`src/rtl/ubt_pkg.sv`:
```
package ubt_pkg;

    // Tracked level of a direction's synchronised capture clock
    typedef enum logic [0:0] {
        CLK_LO = 1'b0,
        CLK_HI = 1'b1
    } ck_state_e;

endpackage

```
`src/rtl/ubt_bus_hold.sv`:
```
module ubt_bus_hold #(
    parameter int WIDTH = 18
) (
    input  logic             clk,
    input  logic             rst,
    input  logic [WIDTH-1:0] pin_in,
    input  logic             pin_drv,
    output logic [WIDTH-1:0] pin_eff
);

    logic [WIDTH-1:0] keep_q;

    // Remember the last externally driven word
    always_ff @(posedge clk) begin
        if (rst) begin
            keep_q <= '0;
        end else if (pin_drv) begin
            keep_q <= pin_in;
        end
    end

    // An undriven port presents the remembered word
    always_comb begin
        pin_eff = pin_drv ? pin_in : keep_q;
    end

endmodule

```
`src/rtl/ubt_ctrl_sync.sv`:
```
module ubt_ctrl_sync (
    input  logic clk,
    input  logic rst,
    input  logic ck_ext,
    input  logic ckn_en_ext,
    output logic ck_s,
    output logic ckn_en_s
);

    // Clock and its enable share one sampling stage so they stay aligned
    always_ff @(posedge clk) begin
        if (rst) begin
            ck_s     <= 1'b0;
            ckn_en_s <= 1'b1;
        end else begin
            ck_s     <= ck_ext;
            ckn_en_s <= ckn_en_ext;
        end
    end

endmodule

```
`src/rtl/ubt_dir_path.sv`:
```
module ubt_dir_path
    import ubt_pkg::*;
#(
    parameter int WIDTH = 18
) (
    input  logic             clk,
    input  logic             rst,
    input  logic [WIDTH-1:0] src,
    input  logic             le,
    input  logic             ck_ext,
    input  logic             ckn_en_ext,
    output logic [WIDTH-1:0] dout
);

    logic             ck_s;
    logic             ckn_en_s;
    logic             rise;
    ck_state_e        state_q;
    ck_state_e        state_d;
    logic [WIDTH-1:0] store_q;

    ubt_ctrl_sync u_sync (
        .clk        (clk),
        .rst        (rst),
        .ck_ext     (ck_ext),
        .ckn_en_ext (ckn_en_ext),
        .ck_s       (ck_s),
        .ckn_en_s   (ckn_en_s)
    );

    // State register
    always_ff @(posedge clk) begin
        if (rst) begin
            state_q <= CLK_LO;
        end else begin
            state_q <= state_d;
        end
    end

    // Next state and the rise event (previous sample 0, current sample 1)
    always_comb begin
        state_d = state_q;
        rise    = 1'b0;
        unique case (state_q)
            CLK_LO: begin
                if (ck_s) begin
                    state_d = CLK_HI;
                    rise    = 1'b1;
                end
            end
            CLK_HI: begin
                if (!ck_s) begin
                    state_d = CLK_LO;
                end
            end
            default: begin
                state_d = CLK_LO;
            end
        endcase
    end

    // Storage: transparent load while le is high, gated edge load otherwise
    always_ff @(posedge clk) begin
        if (rst) begin
            store_q <= '0;
        end else if (le) begin
            store_q <= src;
        end else if (rise && !ckn_en_s) begin
            store_q <= src;
        end
    end

    // Output: pass-through while transparent, stored word otherwise
    always_comb begin
        dout = le ? src : store_q;
    end

endmodule

```
`src/rtl/ubt_xcvr.sv`:
```
module ubt_xcvr #(
    parameter int WIDTH = 18
) (
    input  logic             clk,
    input  logic             rst,
    input  logic [WIDTH-1:0] a_in,
    input  logic             a_drv,
    input  logic [WIDTH-1:0] b_in,
    input  logic             b_drv,
    input  logic             le_ab,
    input  logic             ck_ab,
    input  logic             ckn_en_ab,
    input  logic             oen_ab,
    input  logic             le_ba,
    input  logic             ck_ba,
    input  logic             ckn_en_ba,
    input  logic             oen_ba,
    output logic [WIDTH-1:0] a_out,
    output logic             a_out_en,
    output logic [WIDTH-1:0] b_out,
    output logic             b_out_en,
    output logic             contention
);

    localparam int NDIR   = 2;
    localparam int DIR_AB = 0;
    localparam int DIR_BA = 1;

    logic [NDIR-1:0][WIDTH-1:0] src_in;
    logic [NDIR-1:0][WIDTH-1:0] src_eff;
    logic [NDIR-1:0][WIDTH-1:0] path_out;
    logic [NDIR-1:0]            drv_v;
    logic [NDIR-1:0]            le_v;
    logic [NDIR-1:0]            ck_v;
    logic [NDIR-1:0]            en_v;
    logic [NDIR-1:0]            oen_v;

    // Index by direction: the source of A-to-B is port A, and so on
    assign src_in[DIR_AB] = a_in;
    assign src_in[DIR_BA] = b_in;
    assign drv_v = {b_drv, a_drv};
    assign le_v  = {le_ba, le_ab};
    assign ck_v  = {ck_ba, ck_ab};
    assign en_v  = {ckn_en_ba, ckn_en_ab};
    assign oen_v = {oen_ba, oen_ab};

    for (genvar d = 0; d < NDIR; d++) begin : g_dir
        ubt_bus_hold #(.WIDTH(WIDTH)) u_hold (
            .clk     (clk),
            .rst     (rst),
            .pin_in  (src_in[d]),
            .pin_drv (drv_v[d]),
            .pin_eff (src_eff[d])
        );

        ubt_dir_path #(.WIDTH(WIDTH)) u_path (
            .clk        (clk),
            .rst        (rst),
            .src        (src_eff[d]),
            .le         (le_v[d]),
            .ck_ext     (ck_v[d]),
            .ckn_en_ext (en_v[d]),
            .dout       (path_out[d])
        );
    end

    assign b_out      = path_out[DIR_AB];
    assign a_out      = path_out[DIR_BA];
    assign b_out_en   = !oen_v[DIR_AB];
    assign a_out_en   = !oen_v[DIR_BA];
    assign contention = !oen_v[DIR_AB] && !oen_v[DIR_BA];

endmodule

```
`config.mk`:
```
export PLATFORM = sky130hd
export DESIGN_NAME = ubt_xcvr
export DESIGN_NICKNAME = d
export VERILOG_FILES = /design/src/rtl/ubt_pkg.sv /design/src/rtl/ubt_bus_hold.sv /design/src/rtl/ubt_ctrl_sync.sv /design/src/rtl/ubt_dir_path.sv /design/src/rtl/ubt_xcvr.sv
export SDC_FILE = /design/constraint.sdc
export NUM_CORES = 1
export LEC_CHECK = 0
export BUFFER_PORTS_ARGS = -buffer_cell sky130_fd_sc_hd__buf_2
export CELL_PAD_IN_SITES_DETAIL_PLACEMENT = 2
export CELL_PAD_IN_SITES_GLOBAL_PLACEMENT = 2
export CORE_UTILIZATION = 33
export CTS_BUF_LIST = sky130_fd_sc_hd__clkbuf_8
export CTS_CLUSTER_DIAMETER = 50
export DETAILED_ROUTE_END_ITERATION = 8
export PLACE_DENSITY = 0.8
export SYNTH_ARGS = -nofsm -noshare
export SYNTH_HDL_FRONTEND = slang
export SYNTH_SLANG_ARGS = --single-unit
```
`constraint.sdc`:
```
create_clock -name clk -period 1.85 [get_ports clk]
set_clock_uncertainty 0.05 [all_clocks]
set_input_delay 0.555 -clock clk [delete_from_list [all_inputs] [get_ports clk]]
set_output_delay 0.555 -clock clk [all_outputs]
set_load 0.03 [all_outputs]
```
==> impl_metrics.tcl, run 1 <==
set metrics [dict create \
    cts_buffer_depth 2 \
    yosysWarningCount 0 \
    syn_nets 377 \
    die_w_um 101 \
    finalWeightedCongestion 0.718 \
    die_h_um 101 \
    postCtsHoldBufs 0 \
    outcome "stopped before the end" \
    worst_endpoint_kind "top-level output" \
    synthArstFlopShare_pct 0 \
    yosysTopAreaCell "dfxtp_1" \
    cts.sinks 78 \
    synth_area_leaders "dfxtp_1 48%, mux2_2 11%, mux2i_1 11%" \
    dp_hpwl_mm 7.36 \
    haltStage "global routing (5_1_grt)" \
    yosysMostFrequentCell "dfxtp_1" \
    cts-root-buf "clkbuf_8" \
    synth_edf_count 0 \
    htreeDepth 3 \
    start_util_pct 34.6 \
    antenna_found_initial 0 \
    yosysUniqueCellTypes 16 \
    ys.flop_type "dfxtp_1" \
    synth_top_cell_area_share_pct 48.2 \
    numCtsBuffers 9 \
    place_area_um2 4680 \
    syn_area_per_cell_um2 9.85 \
    syn-instance-count 329 \
    ys_seq_area_share_pct 48.2 \
    tool.error "[ERROR DPL-0033] detailed placement checks failed during check placement." \
    syn_area_um2 3240 \
    grt_start_max_net_pins 42 \
    worstEndpointGrtRepair "b_out[0]" \
    io_buffers 86 \
    std_cell_rows 35 \
    ioPinCount 87 \
    synth-seq-cells 78 \
    yosys-top-cells-count "78 x dfxtp_1, 75 x nor2_1, 36 x a21oi_1, 36 x mux2i_1, 34 x nor2b_1" \
]
kinds of logic after synthesis:
family	after synthesis	share of synthesized area, %
AO/OA/AOI/OAI	38	6.56
flip-flops	78	48.2
multiplexers	72	23.6
AND/OR/NAND/NOR	117	17.0
buffers and inverters	24	4.63
stage by stage:
stage	util (%)	cells	worst slack, ns	TNS [ns]
detailed placement	49.9	560	-0.292	-7.45
CTS	58.0	587	-0.115	-2.53
floorplan	-	329	-0.0299	-0.598
global placement	49.9	560	-0.209	-5.84
repair_timing:
| action | 4_1_cts |
|---|---|
| setup endpoints to repair | 36 |
| buffers inserted | 9 |
| hold endpoints to repair | 0 |
| pin swaps | 13 |
| gates cloned | 2 |
| resized for setup | 114 |
==> run 2: changes to the inputs <==
--- a/config.mk
+++ b/config.mk
@@ -6,13 +6,9 @@
 export NUM_CORES = 1
 export LEC_CHECK = 0
 export BUFFER_PORTS_ARGS = -buffer_cell sky130_fd_sc_hd__buf_2
-export CELL_PAD_IN_SITES_DETAIL_PLACEMENT = 2
-export CELL_PAD_IN_SITES_GLOBAL_PLACEMENT = 2
-export CORE_UTILIZATION = 33
-export CTS_BUF_LIST = sky130_fd_sc_hd__clkbuf_8
-export CTS_CLUSTER_DIAMETER = 50
+export CORE_UTILIZATION = 40
 export DETAILED_ROUTE_END_ITERATION = 8
-export PLACE_DENSITY = 0.8
+export PLACE_DENSITY_LB_ADDON = 0.15
 export SYNTH_ARGS = -nofsm -noshare
 export SYNTH_HDL_FRONTEND = slang
 export SYNTH_SLANG_ARGS = --single-unit
==> run 2 against run 1 <==
  * The flow now finishes, with violations (negative setup slack)
  * Synthesized area is the same
  * Synthesized cell count unchanged
==> impl_metrics.tcl, run 2 <==
set metrics [dict create \
    outcome "finished, violations left" \
    violations "negative setup slack" \
    finalCritPeriodShare_pct 104 \
    die-area_um2 8470 \
    synth_area_leaders "dfxtp_1 48%, mux2_2 11%, mux2i_1 11%" \
    ys.flop_type "dfxtp_1" \
    yosysUniqueCellTypes 16 \
    drc 0 \
    finalSetupViolations 34 \
    avgViaCountPerCell 4.81 \
    syn_nets 377 \
    cp.buffers_inverters 3 \
    slew_viol_final 0 \
    rsz0062_at_grt "true" \
    grt_use_total_pct 18.7 \
    critPathSlowestCell "mux2i_4" \
    cap_violations 0 \
    path_clk_slew_ns 0.08 \
    finalInstanceArea_um2 5510 \
    synth_top_cell_area_share_pct 48.2 \
    cp_max_fo 6 \
    syn_area_per_cell_um2 9.85 \
    arrival_ns 1.33 \
    wl_per_cell_um 13.5 \
    core_area_um2 7770 \
    firstDrtPassIters 4 \
    place_area_um2 4570 \
    switching_power_uw 1200 \
    overflow 0 \
    synthArstFlopShare_pct 0 \
    min_path_type "in -> reg" \
    vias 2724 \
    path_class "in -> out" \
    synth-seq-cells 78 \
    power_frac_comb_pct 26.0 \
    numCtsBuffers 9 \
    cts_buffer_depth 2 \
    drive_gt1_share_pct 57.5 \
    yosysMostFrequentCell "dfxtp_1" \
    final_cell_mix "78 x dfxtp_1, 73 x nor2_1, 48 x buf_2" \
    antenna_found_initial 0 \
    reg_top3 "g_dir.u_hold.keep_q: 36 flops, g_dir.u_path.store_q: 36 flops" \
    yosysTopAreaCell "dfxtp_1" \
    cpMostUsedCell "buf_12" \
    dp_hpwl_mm 4.81 \
    timing.final.crit_period_ns 1.93 \
    cp.required_ns 1.24 \
    antenna_left 0 \
    cts_tree "done" \
    timing.slew.headroom_pct 80.8 \
    setup_slack_ns -0.0832 \
    grt_start_max_net_pins 40 \
    final_common_cell "dfxtp_1" \
    ioPinCount 87 \
    n_antenna_cell 0 \
    power.density_nw_per_um2 807 \
    worst_slew_pin_slew_ns 0.282 \
    start_util_pct 41.7 \
    grt_pass1_wl_mm 12.5 \
    syn_area_um2 3240 \
    synth_edf_count 0 \
    htreeDepth 3 \
    instances_no_fill 566 \
    power_frac_seq_pct 41.4 \
    finalWeightedCongestion 0.705 \
    io_buffers 86 \
    vdd_drop_max_mv 0.458 \
    drt-initial-drc-count 76 \
    cts.sinks 78 \
    fmax_ghz 0.517 \
    yosysWarningCount 0 \
    p_clk_share_pct 32.7 \
    die_h_um 92.0 \
    p_leak_uw 0.00228 \
    finalWirelength_mm 7.66 \
    std_cell_rows 32 \
    postCtsHoldBufs 0 \
    dp.cells 526 \
    syn-instance-count 329 \
    die_w_um 92.0 \
    clk-insertion-delay-late_ns 0.33 \
    ys_seq_area_share_pct 48.2 \
    end_kind "primary output" \
    grt_pass1_vias 2758 \
    crit_chain "buf_12, buf_12, mux2i_4, a21oi_4, buf_6" \
    yosys-top-cells-count "78 x dfxtp_1, 75 x nor2_1, 36 x a21oi_1, 36 x mux2i_1, 34 x nor2b_1" \
    crit_family "buffers and inverters" \
    cts-root-buf "clkbuf_8" \
    critPathMaxStageDelay_ns 0.28 \
    p_sw_share_pct 27.0 \
    nets 507 \
    hold_viol 0 \
    startpoint_type "primary input" \
    p_int_uw 3250 \
    area_growth_pct 70.0 \
]
## run 2: cell counts after synthesis
No cell type changed its count.
## run 2: power groups by stage
stage	Clock, uW	Combinational (uW)	Sequential, uW
2_1_floorplan	0	666	1860
3_3_place_gp	0	893	1860
3_5_place_dp	0	907	1870
4_1_cts	1490	1120	1840
5_1_grt	1570	1220	1850
6_report	1450	1150	1840
## run 2: worst register-to-register path, delay by kind of cell (launching register included)
family / cells / cell delay [ns]
flops: 1 / 0.33
buf+inv: 3 / 0.32
simple gates: 1 / 0.04
mux: 2 / 0.43
## run 2: metrics by stage
stage	power [uW]	TNS [ns]	util, %	worst slack, ns	hold WS, ns
after global placement	2760	-6.16	58.8	-0.199	0.438
after detailed placement	2770	-6.94	58.8	-0.232	0.441
after CTS	4440	-1.70	69.5	-0.0865	0.349
after global routing	4640	-2.66	70.9	-0.110	0.345
final	4440	-1.75	70.9	-0.0832	0.361
after floorplan	2520	-0.598	-	-0.0299	0.433
## run 2: path summary, 6_finish.rpt
check,startpoint,to,slack [ns],depth (start not counted)
min,ckn_en_ab,g_dir[0].u_path.u_sync.ckn_en_s$_SDFF_PP1_,0.36,2
max reg2reg,g_dir[1].u_hold.keep_q[5]$_SDFF_PP0_,g_dir[1].u_path.store_q[5]$_SDFFE_PP0P_,0.57,6
max,a_drv,b_out[13],-0.08,5
min reg2reg,g_dir[1].u_path.u_sync.ck_s$_SDFF_PP0_,g_dir[1].u_path.state_q$_SDFF_PP0_,0.46,1
## run 2: layout make-up
| type | count | area, um^2 |
|---|---|---|
| sequential | 78 | 1560 |
| clock inverter | 3 | 65.1 |
| fill | 567 | 2260 |
| inverter | 2 | 7.51 |
| multi-input combinational | 227 | 2290 |
| timing repair buffer | 141 | 1290 |
| clock buffer | 13 | 169 |
| tap | 102 | 128 |
## run 2: per-layer routing
metal	vias to the layer above	global-route usage, %	wire length (um)
met3	8	2.90	209
met5	-	0	0
met2	47	34.1	4100
met1	1305	22.3	3260
met4	0	5.86	85
li1	1364	-	-
## run 2: timing repair
item | 4_1_cts | 5_1_grt
cloned | 2 | 0
pin swaps | 14 | 0
setup endpoints to repair | 36 | 36
resized for setup | 115 | 9
buffers inserted | 12 | 10
## run 2: logic make-up (layout without fill, tap and decap cells)
logic type | after synthesis | count (layout) | synth area share, %
mux | 72 | 72 | 23.6
flops | 78 | 78 | 48.2
buf+inv | 24 | 159 | 4.63
simple gates | 117 | 117 | 17.0
compound gates | 38 | 38 | 6.56
Note: power is estimated with default switching activity, not from simulation.
==> run 3: changes to the inputs <==
==> constraint.sdc (replaced) <==
create_clock -name clk -period 2.3 [get_ports clk]
set_clock_uncertainty 0.05 [all_clocks]
set_input_delay 0.69 -clock clk [delete_from_list [all_inputs] [get_ports clk]]
set_output_delay 0.69 -clock clk [all_outputs]
set_load 0.03 [all_outputs]
==> run 3 against run 2 <==
  * The run now ends clean
  * Clock power decreased by 19%
  * Final cell count decreased by 7.6%
  * Die area stayed put
  * Combinational power shrank 50%
  * Count of clock-buffer cells in the layout shrank 3
  * Highest routed layer unchanged
==> impl_metrics.tcl, run 3 (synthesis gave the netlist of run 2 again) <==
set metrics [dict create \
    switching_power_uw 822 \
    instances_no_fill 523 \
    multi_input_area_um2 1650 \
    cp.required_ns 1.56 \
    r2r-start "g_dir[1].u_path.state_q$_SDFF_PP0_" \
    grt_use_total_pct 15.3 \
    dp.cells 509 \
    outcome "finished clean" \
    timing.final.crit_period_ns 2.29 \
    die_w_um 92.0 \
    power.density_nw_per_um2 762 \
    hold_depth 1 \
    area_growth_pct 29.6 \
    n_antenna_cell 0 \
    drive_gt1_share_pct 43.5 \
    min-delay-start "g_dir[1].u_path.u_sync.ck_s$_SDFF_PP0_" \
    end_kind "primary output" \
    vdd_drop_max_mv 0.370 \
    antenna_found_initial 0 \
    min_path_type "reg -> reg" \
    arrival_ns 1.55 \
    crit_chain "buf_2, buf_12, mux2i_1, a21oi_2, buf_2" \
    p_sw_share_pct 25.7 \
    firstDrtPassIters 4 \
    cp_max_fo 18 \
    grt_pass1_wl_mm 10.3 \
    critPathMaxStageDelay_ns 0.29 \
    start_util_pct 41.7 \
    drt-initial-drc-count 48 \
    antenna_left 0 \
    worst_slew_pin_slew_ns 0.331 \
    vias 2446 \
    cts-root-buf "clkbuf_8" \
    final_cell_mix "85 x buf_2, 78 x dfxtp_1, 75 x nor2_1" \
    clk-insertion-delay-late_ns 0.33 \
    htreeDepth 3 \
    critPathSlowestCell "mux2i_1" \
    numCtsBuffers 9 \
    p_int_uw 2380 \
    cts_tree "done" \
    rsz0062_at_grt "true" \
    ioPinCount 87 \
    grt_pass1_vias 2347 \
    drc 0 \
    cap_violations 0 \
    cpMostUsedCell "buf_2" \
    grt_start_max_net_pins 79 \
    path_class "in -> out" \
    p_leak_uw 0.00193 \
    slew_viol_final 0 \
    startpoint_type "primary input" \
    cts.sinks 78 \
    overflow 0 \
    path_clk_slew_ns 0.08 \
    reg_top3 "g_dir.u_hold.keep_q: 36 flops, g_dir.u_path.store_q: 36 flops" \
    postCtsHoldBufs 0 \
    hold_viol 0 \
    setup_tns_ns 0 \
    die_h_um 92.0 \
    power_frac_seq_pct 45.6 \
    timing.slew.headroom_pct 78.0 \
    wl_per_cell_um 12.1 \
    die-area_um2 8470 \
    dp_hpwl_mm 4.14 \
    std_cell_rows 32 \
    avgViaCountPerCell 4.68 \
    finalWeightedCongestion 0.672 \
    path_depth 5 \
    seq_area_um2 1560 \
    crit_start "b_drv" \
    nets 466 \
    cts_buffer_depth 2 \
    fmax_ghz 0.437 \
    core_area_um2 7770 \
    final_common_cell "buf_2" \
    io_buffers 86 \
    finalSetupViolations 0 \
    fill_cells 691 \
    p_clk_share_pct 36.5 \
    power_frac_comb_pct 17.8 \
    finalWirelength_mm 6.33 \
    finalCritPeriodShare_pct 99.4 \
    cp.buffers_inverters 3 \
    reg2reg_depth 4 \
    crit_family "buffers and inverters" \
]
[run 3: power groups by stage]
stage | Combinational (uW) | Sequential, uW | Clock [uW]
2_1_floorplan | 402 | 1480 | 0
3_3_place_gp | 556 | 1490 | 0
3_5_place_dp | 561 | 1490 | 0
4_1_cts | 563 | 1460 | 1210
5_1_grt | 619 | 1470 | 1260
6_report | 571 | 1460 | 1170
[run 3: final timing paths]
path / to / slack [ns]
worst max-delay path: a_out[3] / 0.01
worst min-delay path: g_dir[1].u_path.state_q$_SDFF_PP0_ / 0.46
worst max register to register: g_dir[1].u_path.store_q[10]$_SDFFE_PP0P_ / 0.97
worst min register to register: g_dir[1].u_path.state_q$_SDFF_PP0_ / 0.46
[run 3: area by class of cell]
| class | count | area share (%) |
|---|---|---|
| multi-input cells | 227 | 39.4 |
| flip-flops and latches | 78 | 37.2 |
| repair buffers | 100 | 14.9 |
| clock buffers | 10 | 3.04 |
| well taps | 102 | 3.04 |
| clock inverters | 4 | 2.32 |
| inverters | 2 | 0.179 |
[run 3: routing by layer]
metal  share of wire, %  GRT usage, %
met1                 46          17.9
met2                 47          26.6
met3                5.9          4.06
met4                1.6          6.25
met5                  0             0
[run 3: per-stage QoR]
stage / util [%] / total power [uW] / hold WS (ns) / instance area, um^2 / worst slack [ns]
after floorplan: - / 1880 / 0.431 / 3320 / -0.149
after global placement: 50.5 / 2040 / 0.441 / 3930 / 0.0371
after detailed placement: 50.5 / 2050 / 0.445 / 3930 / 0.0209
after CTS: 53.4 / 3230 / 0.462 / 4150 / 0.0182
after global routing: 54.1 / 3340 / 0.465 / 4200 / -0.0352
final: 54.1 / 3200 / 0.457 / 4200 / 0.0133
[run 3: what timing repair did]
action	4_1_cts	5_1_grt
setup endpoints to repair	0	17
buffers inserted	0	0
gates resized for setup	0	15
==> run 4: changes to the inputs <==
--- a/config.mk
+++ b/config.mk
@@ -7,8 +7,9 @@
 export LEC_CHECK = 0
 export BUFFER_PORTS_ARGS = -buffer_cell sky130_fd_sc_hd__buf_2
 export CORE_UTILIZATION = 40
+export CTS_BUF_LIST = sky130_fd_sc_hd__clkbuf_4 sky130_fd_sc_hd__clkbuf_8 sky130_fd_sc_hd__clkbuf_16
 export DETAILED_ROUTE_END_ITERATION = 8
-export PLACE_DENSITY_LB_ADDON = 0.15
+export PLACE_DENSITY_LB_ADDON = 0.05
 export SYNTH_ARGS = -nofsm -noshare
 export SYNTH_HDL_FRONTEND = slang
 export SYNTH_SLANG_ARGS = --single-unit
==> run 4 against run 3 <==
  * Combinational power increased by 0.9%
  * Highest routed layer unchanged
  * Critical path type unchanged
  * Global-route usage is 0.38 points higher
  * Clock power hardly changed
==> impl_metrics.tcl, run 4 (synthesis gave the netlist of run 2 again) <==
set metrics [dict create \
    critPathMaxStageDelay_ns 0.28 \
    setup_slack_ns 0.0421 \
    vias 2411 \
    drive_gt1_share_pct 44.5 \
    dp_hpwl_mm 4.23 \
    end_kind "primary output" \
    rr_endpoint "g_dir[1].u_path.store_q[7]$_SDFFE_PP0P_" \
    cpMostUsedCell "buf_2" \
    grt_start_max_net_pins 79 \
    outcome "finished clean" \
    grt_use_total_pct 15.7 \
    path_clk_slew_ns 0.07 \
    crit_chain "buf_2, buf_12, mux2i_1, a21oi_2, buf_2" \
    cts_tree "done" \
    arrival_ns 1.52 \
    critPathSlowestCell "mux2i_1" \
    met3_wirelength_um 341 \
    setup_tns_ns 0 \
    antenna_found_initial 0 \
    r2r-start "g_dir[1].u_path.u_sync.ckn_en_s$_SDFF_PP1_" \
    preCtsSetupSlack_ns 0.0325 \
    fill_cells 738 \
    hold_path_end "g_dir[0].u_path.state_q$_SDFF_PP0_" \
    avgViaCountPerCell 4.57 \
    fmax_ghz 0.443 \
    final_cell_mix "85 x buf_2, 78 x dfxtp_1, 75 x nor2_1" \
    cts_buffer_depth 2 \
    std_cell_rows 32 \
    seq_area_um2 1560 \
    path_class "in -> out" \
    finalWeightedCongestion 0.694 \
    post_cts_buffers 0 \
    rsz0062_at_grt "true" \
    overflow 0 \
    vdd_drop_max_mv 0.336 \
    timing.final.crit_period_ns 2.26 \
    wl_met2_mm 2.93 \
    firstDrtPassIters 4 \
    cp.buffers_inverters 3 \
    drt-met1-wl_mm 2.93 \
    cts-root-buf "clkbuf_8" \
    clk-insertion-delay-late_ns 0.34 \
    finalSetupViolations 0 \
    n_antenna_cell 0 \
    die_h_um 92.0 \
    p_leak_uw 0.00196 \
    worst_slew_pin_slew_ns 0.338 \
    final_core_util_pct 54.7 \
    grt_pass1_wl_mm 10.4 \
    drt-initial-drc-count 51 \
    cap_violations 0 \
    io_buffers 86 \
    numCtsBuffers 9 \
    cts.sinks 78 \
    multi_input_area_um2 1660 \
    routed.top_layer "met4" \
    finalCritPeriodShare_pct 98.2 \
    final_common_cell "buf_2" \
    min-delay-start "g_dir[0].u_path.u_sync.ck_s$_SDFF_PP0_" \
    power_uw 3220 \
    hold_depth 1 \
    area_growth_pct 31.0 \
    crit_family "buffers and inverters" \
    die_w_um 92.0 \
    slew_viol_final 0 \
    finalWirelength_mm 6.30 \
    antenna_left 0 \
    drc 0 \
    nets 468 \
    core_area_um2 7770 \
    power.density_nw_per_um2 758 \
    startpoint_type "primary input" \
    hold_viol 0 \
    timing.slew.headroom_pct 77.5 \
    reg_top3 "g_dir.u_hold.keep_q: 36 flops, g_dir.u_path.store_q: 36 flops" \
    die-area_um2 8470 \
    htreeDepth 3 \
    grt_pass1_vias 2327 \
    start_util_pct 41.7 \
    cp_max_fo 9 \
    reg2reg_depth 4 \
    wl_per_cell_um 12.0 \
    cp.required_ns 1.56 \
    min_path_type "reg -> reg" \
    r2r_slack_ns 0.99 \
    ioPinCount 87 \
]
==> run 4: final cells by class <==
| type | instances | area share (%) |
|---|---|---|
| Multi-Input combinational cell | 227 | 39.1 |
| Clock buffer | 13 | 4.07 |
| Tap cell | 102 | 3.01 |
| Clock inverter | 3 | 1.53 |
| Inverter | 2 | 0.177 |
| Timing Repair Buffer | 102 | 15.4 |
| Sequential cell | 78 | 36.8 |
==> run 4: power by group <==
group	switching [uW]	internal (uW)	total [uW]
clock network	468	711	1180
logic	333	243	576
registers	29.2	1430	1460
==> run 4: metrics by stage <==
step,hold slack (ns),std cells,area [um^2]
after CTS,0.453,527,4190
after floorplan,0.431,329,3320
after global routing,0.460,527,4250
after global placement,0.440,511,3950
final,0.449,527,4250
after detailed placement,0.442,511,3950
==> run 4: how the worst max path moves through the flow <==
stage | slack, ns | start | to | depth (start not counted)
floorplan | -0.15 | le_ba | a_out[1] | 4
global placement | 0.04 | b_drv | a_out[0] | 5
detailed placement | 0.03 | b_drv | a_out[11] | 5
CTS | 0.03 | b_drv | a_out[11] | 5
global route | -0.02 | b_drv | a_out[6] | 5
finish | 0.04 | b_drv | a_out[4] | 5
==> run 4: per-layer routing <==
| metal | vias up | track usage (%) |
|---|---|---|
| met4 | 0 | 7.81 |
| met5 | - | 0 |
| met1 | 1081 | 19.1 |
| met3 | 8 | 3.57 |
| li1 | 1268 | - |
| met2 | 54 | 26.0 |
==> run 4: timing repair <==
action                                  in CTS  in global routing
endpoints found under the setup margin       0                 15
resized for setup                            0                 16
hold endpoints to repair                     0                  0
hold buffers                                 0                  0
